<file path="src/rtl/stk_fu_pkg.sv">
package stk_fu_pkg;
  localparam int OP_W = 16;
  typedef logic [OP_W-1:0] op_t;

  localparam op_t OP_ADD  = 16'h0010;
  localparam op_t OP_SUB  = 16'h0011;
  localparam op_t OP_INC  = 16'h0012;
  localparam op_t OP_DEC  = 16'h0013;
  localparam op_t OP_NOT  = 16'h0014;
  localparam op_t OP_AND  = 16'h0015;
  localparam op_t OP_OR   = 16'h0016;
  localparam op_t OP_XOR  = 16'h0017;
  localparam op_t OP_SHL1 = 16'h0018;
  localparam op_t OP_LSR1 = 16'h0019;
  localparam op_t OP_ASR1 = 16'h001A;
  localparam op_t OP_RSH  = 16'h001B;
  localparam op_t OP_LSH  = 16'h001C;
  localparam op_t OP_ONES = 16'h0020;
  localparam op_t OP_ZERO = 16'h0021;
  localparam op_t OP_ZEQ  = 16'h0022;
  localparam op_t OP_ZLT  = 16'h0023;
  localparam op_t OP_UGT  = 16'h0024;
  localparam op_t OP_ULT  = 16'h0025;
  localparam op_t OP_EQ   = 16'h0026;
  localparam op_t OP_UGE  = 16'h0027;
  localparam op_t OP_ULE  = 16'h0028;
  localparam op_t OP_NE   = 16'h0029;
  localparam op_t OP_SGT  = 16'h002A;
  localparam op_t OP_SLT  = 16'h002B;
  localparam op_t OP_SGE  = 16'h002C;
  localparam op_t OP_SLE  = 16'h002D;

  typedef enum logic [3:0] {
    FU_PASS, FU_ADD, FU_SUB, FU_INC, FU_DEC, FU_NOT, FU_AND, FU_OR,
    FU_XOR, FU_SHL1, FU_LSR1, FU_ASR1, FU_ONES, FU_ZERO, FU_SHIFT, FU_CMP
  } fu_sel_e;

  typedef enum logic [3:0] {
    CMP_ZEQ, CMP_ZLT, CMP_UGT, CMP_ULT, CMP_EQ, CMP_UGE,
    CMP_ULE, CMP_NE, CMP_SGT, CMP_SLT, CMP_SGE, CMP_SLE
  } cmp_sel_e;
endpackage

</file>
<file path="src/rtl/stk_fu_decode.sv">
module stk_fu_decode
  import stk_fu_pkg::*;
(
  input  op_t      opcode_i,
  output fu_sel_e  fu_sel_o,
  output cmp_sel_e cmp_sel_o,
  output logic     shift_left_o,
  output logic     binary_o
);
  always_comb begin
    fu_sel_o     = FU_PASS;
    cmp_sel_o    = CMP_EQ;
    shift_left_o = 1'b0;
    binary_o     = 1'b0;
    case (opcode_i)
      OP_ADD:  begin fu_sel_o = FU_ADD; binary_o = 1'b1; end
      OP_SUB:  begin fu_sel_o = FU_SUB; binary_o = 1'b1; end
      OP_INC:  fu_sel_o = FU_INC;
      OP_DEC:  fu_sel_o = FU_DEC;
      OP_NOT:  fu_sel_o = FU_NOT;
      OP_AND:  begin fu_sel_o = FU_AND; binary_o = 1'b1; end
      OP_OR:   begin fu_sel_o = FU_OR;  binary_o = 1'b1; end
      OP_XOR:  begin fu_sel_o = FU_XOR; binary_o = 1'b1; end
      OP_SHL1: fu_sel_o = FU_SHL1;
      OP_LSR1: fu_sel_o = FU_LSR1;
      OP_ASR1: fu_sel_o = FU_ASR1;
      OP_RSH:  begin fu_sel_o = FU_SHIFT; binary_o = 1'b1; end
      OP_LSH:  begin fu_sel_o = FU_SHIFT; shift_left_o = 1'b1; binary_o = 1'b1; end
      OP_ONES: fu_sel_o = FU_ONES;
      OP_ZERO: fu_sel_o = FU_ZERO;
      OP_ZEQ:  begin fu_sel_o = FU_CMP; cmp_sel_o = CMP_ZEQ; end
      OP_ZLT:  begin fu_sel_o = FU_CMP; cmp_sel_o = CMP_ZLT; end
      OP_UGT:  begin fu_sel_o = FU_CMP; cmp_sel_o = CMP_UGT; binary_o = 1'b1; end
      OP_ULT:  begin fu_sel_o = FU_CMP; cmp_sel_o = CMP_ULT; binary_o = 1'b1; end
      OP_EQ:   begin fu_sel_o = FU_CMP; cmp_sel_o = CMP_EQ;  binary_o = 1'b1; end
      OP_UGE:  begin fu_sel_o = FU_CMP; cmp_sel_o = CMP_UGE; binary_o = 1'b1; end
      OP_ULE:  begin fu_sel_o = FU_CMP; cmp_sel_o = CMP_ULE; binary_o = 1'b1; end
      OP_NE:   begin fu_sel_o = FU_CMP; cmp_sel_o = CMP_NE;  binary_o = 1'b1; end
      OP_SGT:  begin fu_sel_o = FU_CMP; cmp_sel_o = CMP_SGT; binary_o = 1'b1; end
      OP_SLT:  begin fu_sel_o = FU_CMP; cmp_sel_o = CMP_SLT; binary_o = 1'b1; end
      OP_SGE:  begin fu_sel_o = FU_CMP; cmp_sel_o = CMP_SGE; binary_o = 1'b1; end
      OP_SLE:  begin fu_sel_o = FU_CMP; cmp_sel_o = CMP_SLE; binary_o = 1'b1; end
      default: ;
    endcase
  end
endmodule

</file>
<file path="src/rtl/stk_fu_alu.sv">
module stk_fu_alu
  import stk_fu_pkg::*;
#(
  parameter int DATA_W = 16
) (
  input  fu_sel_e           sel_i,
  input  logic [DATA_W-1:0] t_i,
  input  logic [DATA_W-1:0] n_i,
  output logic [DATA_W-1:0] res_o
);
  localparam logic [DATA_W-1:0] ONE = DATA_W'(1);

  always_comb begin
    case (sel_i)
      FU_ADD:  res_o = n_i + t_i;
      FU_SUB:  res_o = n_i - t_i;
      FU_INC:  res_o = t_i + ONE;
      FU_DEC:  res_o = t_i - ONE;
      FU_NOT:  res_o = ~t_i;
      FU_AND:  res_o = n_i & t_i;
      FU_OR:   res_o = n_i | t_i;
      FU_XOR:  res_o = n_i ^ t_i;
      FU_SHL1: res_o = {t_i[DATA_W-2:0], 1'b0};
      FU_LSR1: res_o = {1'b0, t_i[DATA_W-1:1]};
      FU_ASR1: res_o = {t_i[DATA_W-1], t_i[DATA_W-1:1]};
      FU_ONES: res_o = '1;
      FU_ZERO: res_o = '0;
      default: res_o = t_i;
    endcase
  end
endmodule

</file>
<file path="src/rtl/stk_fu_shift.sv">
module stk_fu_shift #(
  parameter int DATA_W = 16
) (
  input  logic              left_i,
  input  logic [DATA_W-1:0] cnt_i,
  input  logic [DATA_W-1:0] n_i,
  output logic [DATA_W-1:0] res_o
);
  localparam int CNT_W = $clog2(DATA_W);
  localparam logic [DATA_W-1:0] CNT_LIM = DATA_W'(DATA_W);

  logic             cnt_big;
  logic [CNT_W-1:0] amt;

  assign cnt_big = (cnt_i >= CNT_LIM);
  assign amt     = cnt_i[CNT_W-1:0];

  always_comb begin
    if (cnt_big)     res_o = '0;
    else if (left_i) res_o = n_i << amt;
    else             res_o = n_i >> amt;
  end
endmodule

</file>
<file path="src/rtl/stk_fu_cmp.sv">
module stk_fu_cmp
  import stk_fu_pkg::*;
#(
  parameter int DATA_W = 16
) (
  input  cmp_sel_e          sel_i,
  input  logic [DATA_W-1:0] t_i,
  input  logic [DATA_W-1:0] n_i,
  output logic [DATA_W-1:0] mask_o
);
  logic hit;

  always_comb begin
    case (sel_i)
      CMP_ZEQ: hit = (t_i == '0);
      CMP_ZLT: hit = t_i[DATA_W-1];
      CMP_UGT: hit = (n_i >  t_i);
      CMP_ULT: hit = (n_i <  t_i);
      CMP_EQ:  hit = (n_i == t_i);
      CMP_UGE: hit = (n_i >= t_i);
      CMP_ULE: hit = (n_i <= t_i);
      CMP_NE:  hit = (n_i != t_i);
      CMP_SGT: hit = ($signed(n_i) >  $signed(t_i));
      CMP_SLT: hit = ($signed(n_i) <  $signed(t_i));
      CMP_SGE: hit = ($signed(n_i) >= $signed(t_i));
      CMP_SLE: hit = ($signed(n_i) <= $signed(t_i));
      default: hit = 1'b0;
    endcase
    mask_o = {DATA_W{hit}};
  end
endmodule

</file>
<file path="src/rtl/stk_fu.sv">
module stk_fu
  import stk_fu_pkg::*;
#(
  parameter int DATA_W = 16
) (
  input  logic [15:0]       opcode_i,
  input  logic [DATA_W-1:0] t_i,
  input  logic [DATA_W-1:0] n_i,
  output logic [DATA_W-1:0] t_o,
  output logic              binary_o
);
  localparam logic [DATA_W-1:0] CNT_LIM = DATA_W'(DATA_W);

  fu_sel_e           fu_sel;
  cmp_sel_e          cmp_sel;
  logic              shift_left;
  logic [DATA_W-1:0] alu_res, sh_res, cmp_res;

  stk_fu_decode i_dec (
    .opcode_i     (opcode_i),
    .fu_sel_o     (fu_sel),
    .cmp_sel_o    (cmp_sel),
    .shift_left_o (shift_left),
    .binary_o     (binary_o)
  );

  stk_fu_alu #(.DATA_W(DATA_W)) i_alu (
    .sel_i (fu_sel), .t_i (t_i), .n_i (n_i), .res_o (alu_res)
  );

  stk_fu_shift #(.DATA_W(DATA_W)) i_sh (
    .left_i (shift_left), .cnt_i (t_i), .n_i (n_i), .res_o (sh_res)
  );

  stk_fu_cmp #(.DATA_W(DATA_W)) i_cmp (
    .sel_i (cmp_sel), .t_i (t_i), .n_i (n_i), .mask_o (cmp_res)
  );

  always_comb begin
    case (fu_sel)
      FU_SHIFT: t_o = sh_res;
      FU_CMP:   t_o = cmp_res;
      default:  t_o = alu_res;
    endcase
  end

  always_comb begin
    if (opcode_i >= OP_ZEQ && opcode_i <= OP_SLE)
      AST_CMP_MASK: assert (t_o == '0 || t_o == '1) else $error("compare not a mask");
    if ((opcode_i == OP_RSH || opcode_i == OP_LSH) && t_i >= CNT_LIM)
      AST_SHIFT_SAT: assert (t_o == '0) else $error("oversized shift not zero");
    if (opcode_i == OP_ONES)
      AST_ONES_CONST: assert (t_o == '1 && !binary_o) else $error("TRUE wrong");
    if (binary_o)
      AST_BIN_KNOWN: assert (opcode_i[15:6] == '0 && opcode_i[5:4] != 2'b00) else $error("flag on bad op");
    if (opcode_i[15:6] != '0 || opcode_i[5:4] == 2'b00)
      AST_UNKNOWN_PASS: assert (t_o == t_i && !binary_o) else $error("unknown op not passed");
  end
endmodule

</file>
<file path="config.mk">
export PLATFORM = sky130hd
export DESIGN_NAME = stk_fu
export DESIGN_NICKNAME = d
export VERILOG_FILES = /design/src/rtl/stk_fu_pkg.sv /design/src/rtl/stk_fu_decode.sv /design/src/rtl/stk_fu_alu.sv /design/src/rtl/stk_fu_shift.sv /design/src/rtl/stk_fu_cmp.sv /design/src/rtl/stk_fu.sv
export SDC_FILE = /design/constraint.sdc
export NUM_CORES = 1
export LEC_CHECK = 0
export ABC_CLOCK_PERIOD_IN_PS = 10590
export BUFFER_PORTS_ARGS = -buffer_cell sky130_fd_sc_hd__clkbuf_2
export CAP_MARGIN = 40
export CORE_ASPECT_RATIO = 1.5
export CORE_MARGIN = 8
export CORE_UTILIZATION = 41
export DETAILED_ROUTE_END_ITERATION = 8
export GPL_ROUTABILITY_DRIVEN = 1
export PLACE_DENSITY = 0.63
export SYNTH_ARGS = -nofsm -noshare
export SYNTH_HDL_FRONTEND = slang
export SYNTH_SLANG_ARGS = --single-unit
</file>
<file path="constraint.sdc">
create_clock -name vclk -period 10.59
set_input_delay 3.177 -clock vclk [all_inputs]
set_output_delay 3.177 -clock vclk [all_outputs]
set_load 0.01 [all_outputs]
</file>
==> flow_summary.yaml <==
critical_path:
  worstPathMaxFanout: 15
  cp_top_family: "simple AND/OR/NAND/NOR gates"
  slowest_delay_ps: 530
  crit_type: "input port to output port"
  cp_slowest_cell: "or4b_4"
  cp-start-kind: "input port"
  cp-end-kind: "output port"
  cp_data_arrival_time_ps: 7290
  crit_path_frequent_cell: "clkbuf_2"
  path_cells: "clkbuf_2, or4b_4, or4_1, or3_2, buf_4, o21ai_2, ha_1, nor2b_1, o2111ai_1, and2_1, a21oi_1, xnor2_1, o21ai_0, o41ai_1, nand3_1, clkbuf_2"
  cp.required_ps: 7410
  path_buf_inv: 3
die:
  fp-row-count: 51
  die_y_microns: 156.0
  design.core.area_sq_um: 12890
  ios: 65
  start_util_pct: 41.55
  die-area_sq_um: 17050
  die-width_microns: 109.3
sta:
  final_hold_viol_count: 0
  fmax_ghz: 0.09553
  fin_setup_tns_ps: 0
  rsz0062_at_grt: "true"
  period_share_pct: 98.85
  period_minus_slack_ps: 10470
  worst_slew_pin_slew_ps: 748.1
  finalSetupViolCount: 0
  slew_violations: 0
  max_slew_margin_pct: 49.82
yosys:
  yosys-mux-area-fraction_pct: 7.664
  ys_top_cells_by_area: "ha_1 15%, o21ai_0 6.8%, nand2_1 5.4%"
  synth_top_family_by_area: "compound AO/OA/AOI/OAI gates"
  synth_area_leader_cell: "ha_1"
  syn_avg_cell_area_sq_um: 6.611
  synthCells: 810
  synth_compound_area_share_pct: 35.28
  ys_types: 82
  synth_seq_area_share_pct: 0
  synthAdderAreaFrac_pct: 15.93
  yosys_warnings: 0
  yosys.area_share.simple_pct: 28.13
  syn_area_sq_um: 5355
  synth_xor_area_share_pct: 5.561
  synth_top_area_share_pct: 15.19
  synthesis.nets: 925
detailed_routing:
  wl_per_cell_microns: 22.96
  wl_met1_mm: 8.386
  vias: 6963
  wirelength_mm: 23.67
  ant_nets: 0
  drc_errors: 0
  viasPerCell: 6.754
  wl_met2_mm: 11.09
  routed.top_layer: "met4"
  first_iter_violations: 646
  drt_first_pass_iters: 6
  wl_met3_mm: 2.178
final_layout:
  nets: 989
  post-route-util_pct: 47.09
  n_fill_cell: 1379
  fin_area_sq_um: 6070
  diodes: 0
  seq_area_sq_um: 0
  nClkBuffers: 0
  seq_cell_count: 0
  drive_gt1_share_pct: 16.97
  syn2layout_area_growth_pct: 13.34
power:
  cellLeakagePower_nw: 2.571
  power_density_nw_per_um2: 38.80
  vdd_drop_max_mv: 0.01917
placement:
  dp_hpwl_mm: 18.76
  postPlaceCellArea_sq_um: 6048
  globalplace.congestion: 1.058
  io_buffers: 65
global_route:
  grt_max_degree: 50
  grt_pass1_vias: 6782
  overflow: 0
  grt_antenna_before_repair: 0
  grtUsageTotal_pct: 27.40
  grt_first_pass_wirelength_mm: 36.75
job:
  drv_cap: 0
clocking:
  ctsHoldBuffers: 0
outcome:
  status: "completed"
hold_path:
  min_path_type: "input port to output port"
logic make-up after synthesis:
| logic type | after synthesis |
|---|---|
| AOI/OAI and AO/OA | 280 |
| xor gates and xnor gates | 34 |
| adders and majority gates | 67 |
| buffers and inverters | 100 |
| muxes | 33 |
| and+or+nand+nor | 296 |
power by group:
group | internal [W] | switching (W)
clock network | 0 | 0
logic | 0.0000902 | 0.000145
registers | 0 | 0
stage by stage:
step | total power, W | hold WS (ps) | worst slack, ps | instances
6_report | 0.0002355 | 6951 | 122.2 | 1031
5_1_grt | 0.0002560 | 7007 | -24.72 | 1031
4_1_cts | 0.0002287 | 6939 | 24.23 | 1031
3_5_place_dp | 0.0002277 | 6938 | 50.85 | 1031
3_3_place_gp | 0.0002268 | 6933 | 118.1 | 1031
2_1_floorplan | 0.0001487 | 6558 | 58.94 | 810
path summary, 6_finish.rpt:
check	start	end	depth (start not counted)
worst min-delay path	t_i[15]	t_o[15]	4
worst max-delay path	opcode_i[5]	t_o[7]	16
placed cells by master, fill, tap and decap left out, types with 14 or more instances in the layout:
| master | count |
|---|---|
| nor2_1 | 62 |
| ha_1 | 65 |
| clkbuf_2 | 65 |
| a21oi_1 | 51 |
| a211oi_1 | 17 |
| mux2i_1 | 23 |
| o21ai_0 | 68 |
| nand3_1 | 25 |
| nand2b_1 | 14 |
| nand2_1 | 77 |
| nor3_1 | 27 |
| nor4_1 | 17 |
| inv_1 | 45 |
| xnor2_1 | 26 |
| buf_4 | 49 |
| o211ai_1 | 22 |
layer usage:
layer | vias to the layer above | GRT usage, %
li1 | 3199 | -
met1 | 3204 | 30.26
met2 | 434 | 45.81
met3 | 126 | 4.384
met4 | 0 | 20.22
met5 | - | 0
what timing repair did:
item                                    CTS  global route
endpoints found under the setup margin    0            10
buffers inserted                          0             0
resized for setup                         0             9
cell type report:
type               instances  area (sq um)  area share (%)
inverters                 48         180.2           2.968
multi-input cells        710          4997           82.33
repair buffers           114         693.2           11.42
well taps                159         198.9           3.278
cell usage after synthesis, types with 5 or more instances:
| cell | number |
|---|---|
| a21o_1 | 10 |
| a211o_1 | 7 |
| or2_2 | 5 |
| clkbuf_1 | 41 |
| a211oi_1 | 19 |
| nand3_1 | 25 |
| o221ai_1 | 11 |
| o21a_1 | 6 |
| ha_1 | 65 |
| nand2_1 | 77 |
| xnor2_1 | 26 |
| nor2_1 | 62 |
| a22oi_1 | 7 |
| inv_1 | 45 |
| nor3_1 | 28 |
| nor4b_1 | 5 |
| a222oi_1 | 6 |
| nor2b_1 | 8 |
| nand4_1 | 11 |
| nand2b_1 | 14 |
| xor2_1 | 8 |
| nor3b_1 | 5 |
| mux4_2 | 6 |
| or3_1 | 10 |
| buf_2 | 6 |
| a2111oi_0 | 5 |
| nor4_1 | 19 |
| mux2i_1 | 23 |
| o21ai_0 | 73 |
| o22ai_1 | 9 |
| or4_1 | 5 |
| o211ai_1 | 22 |
| a21oi_1 | 51 |
| and2_1 | 7 |
(Power assumes the default switching activity.)
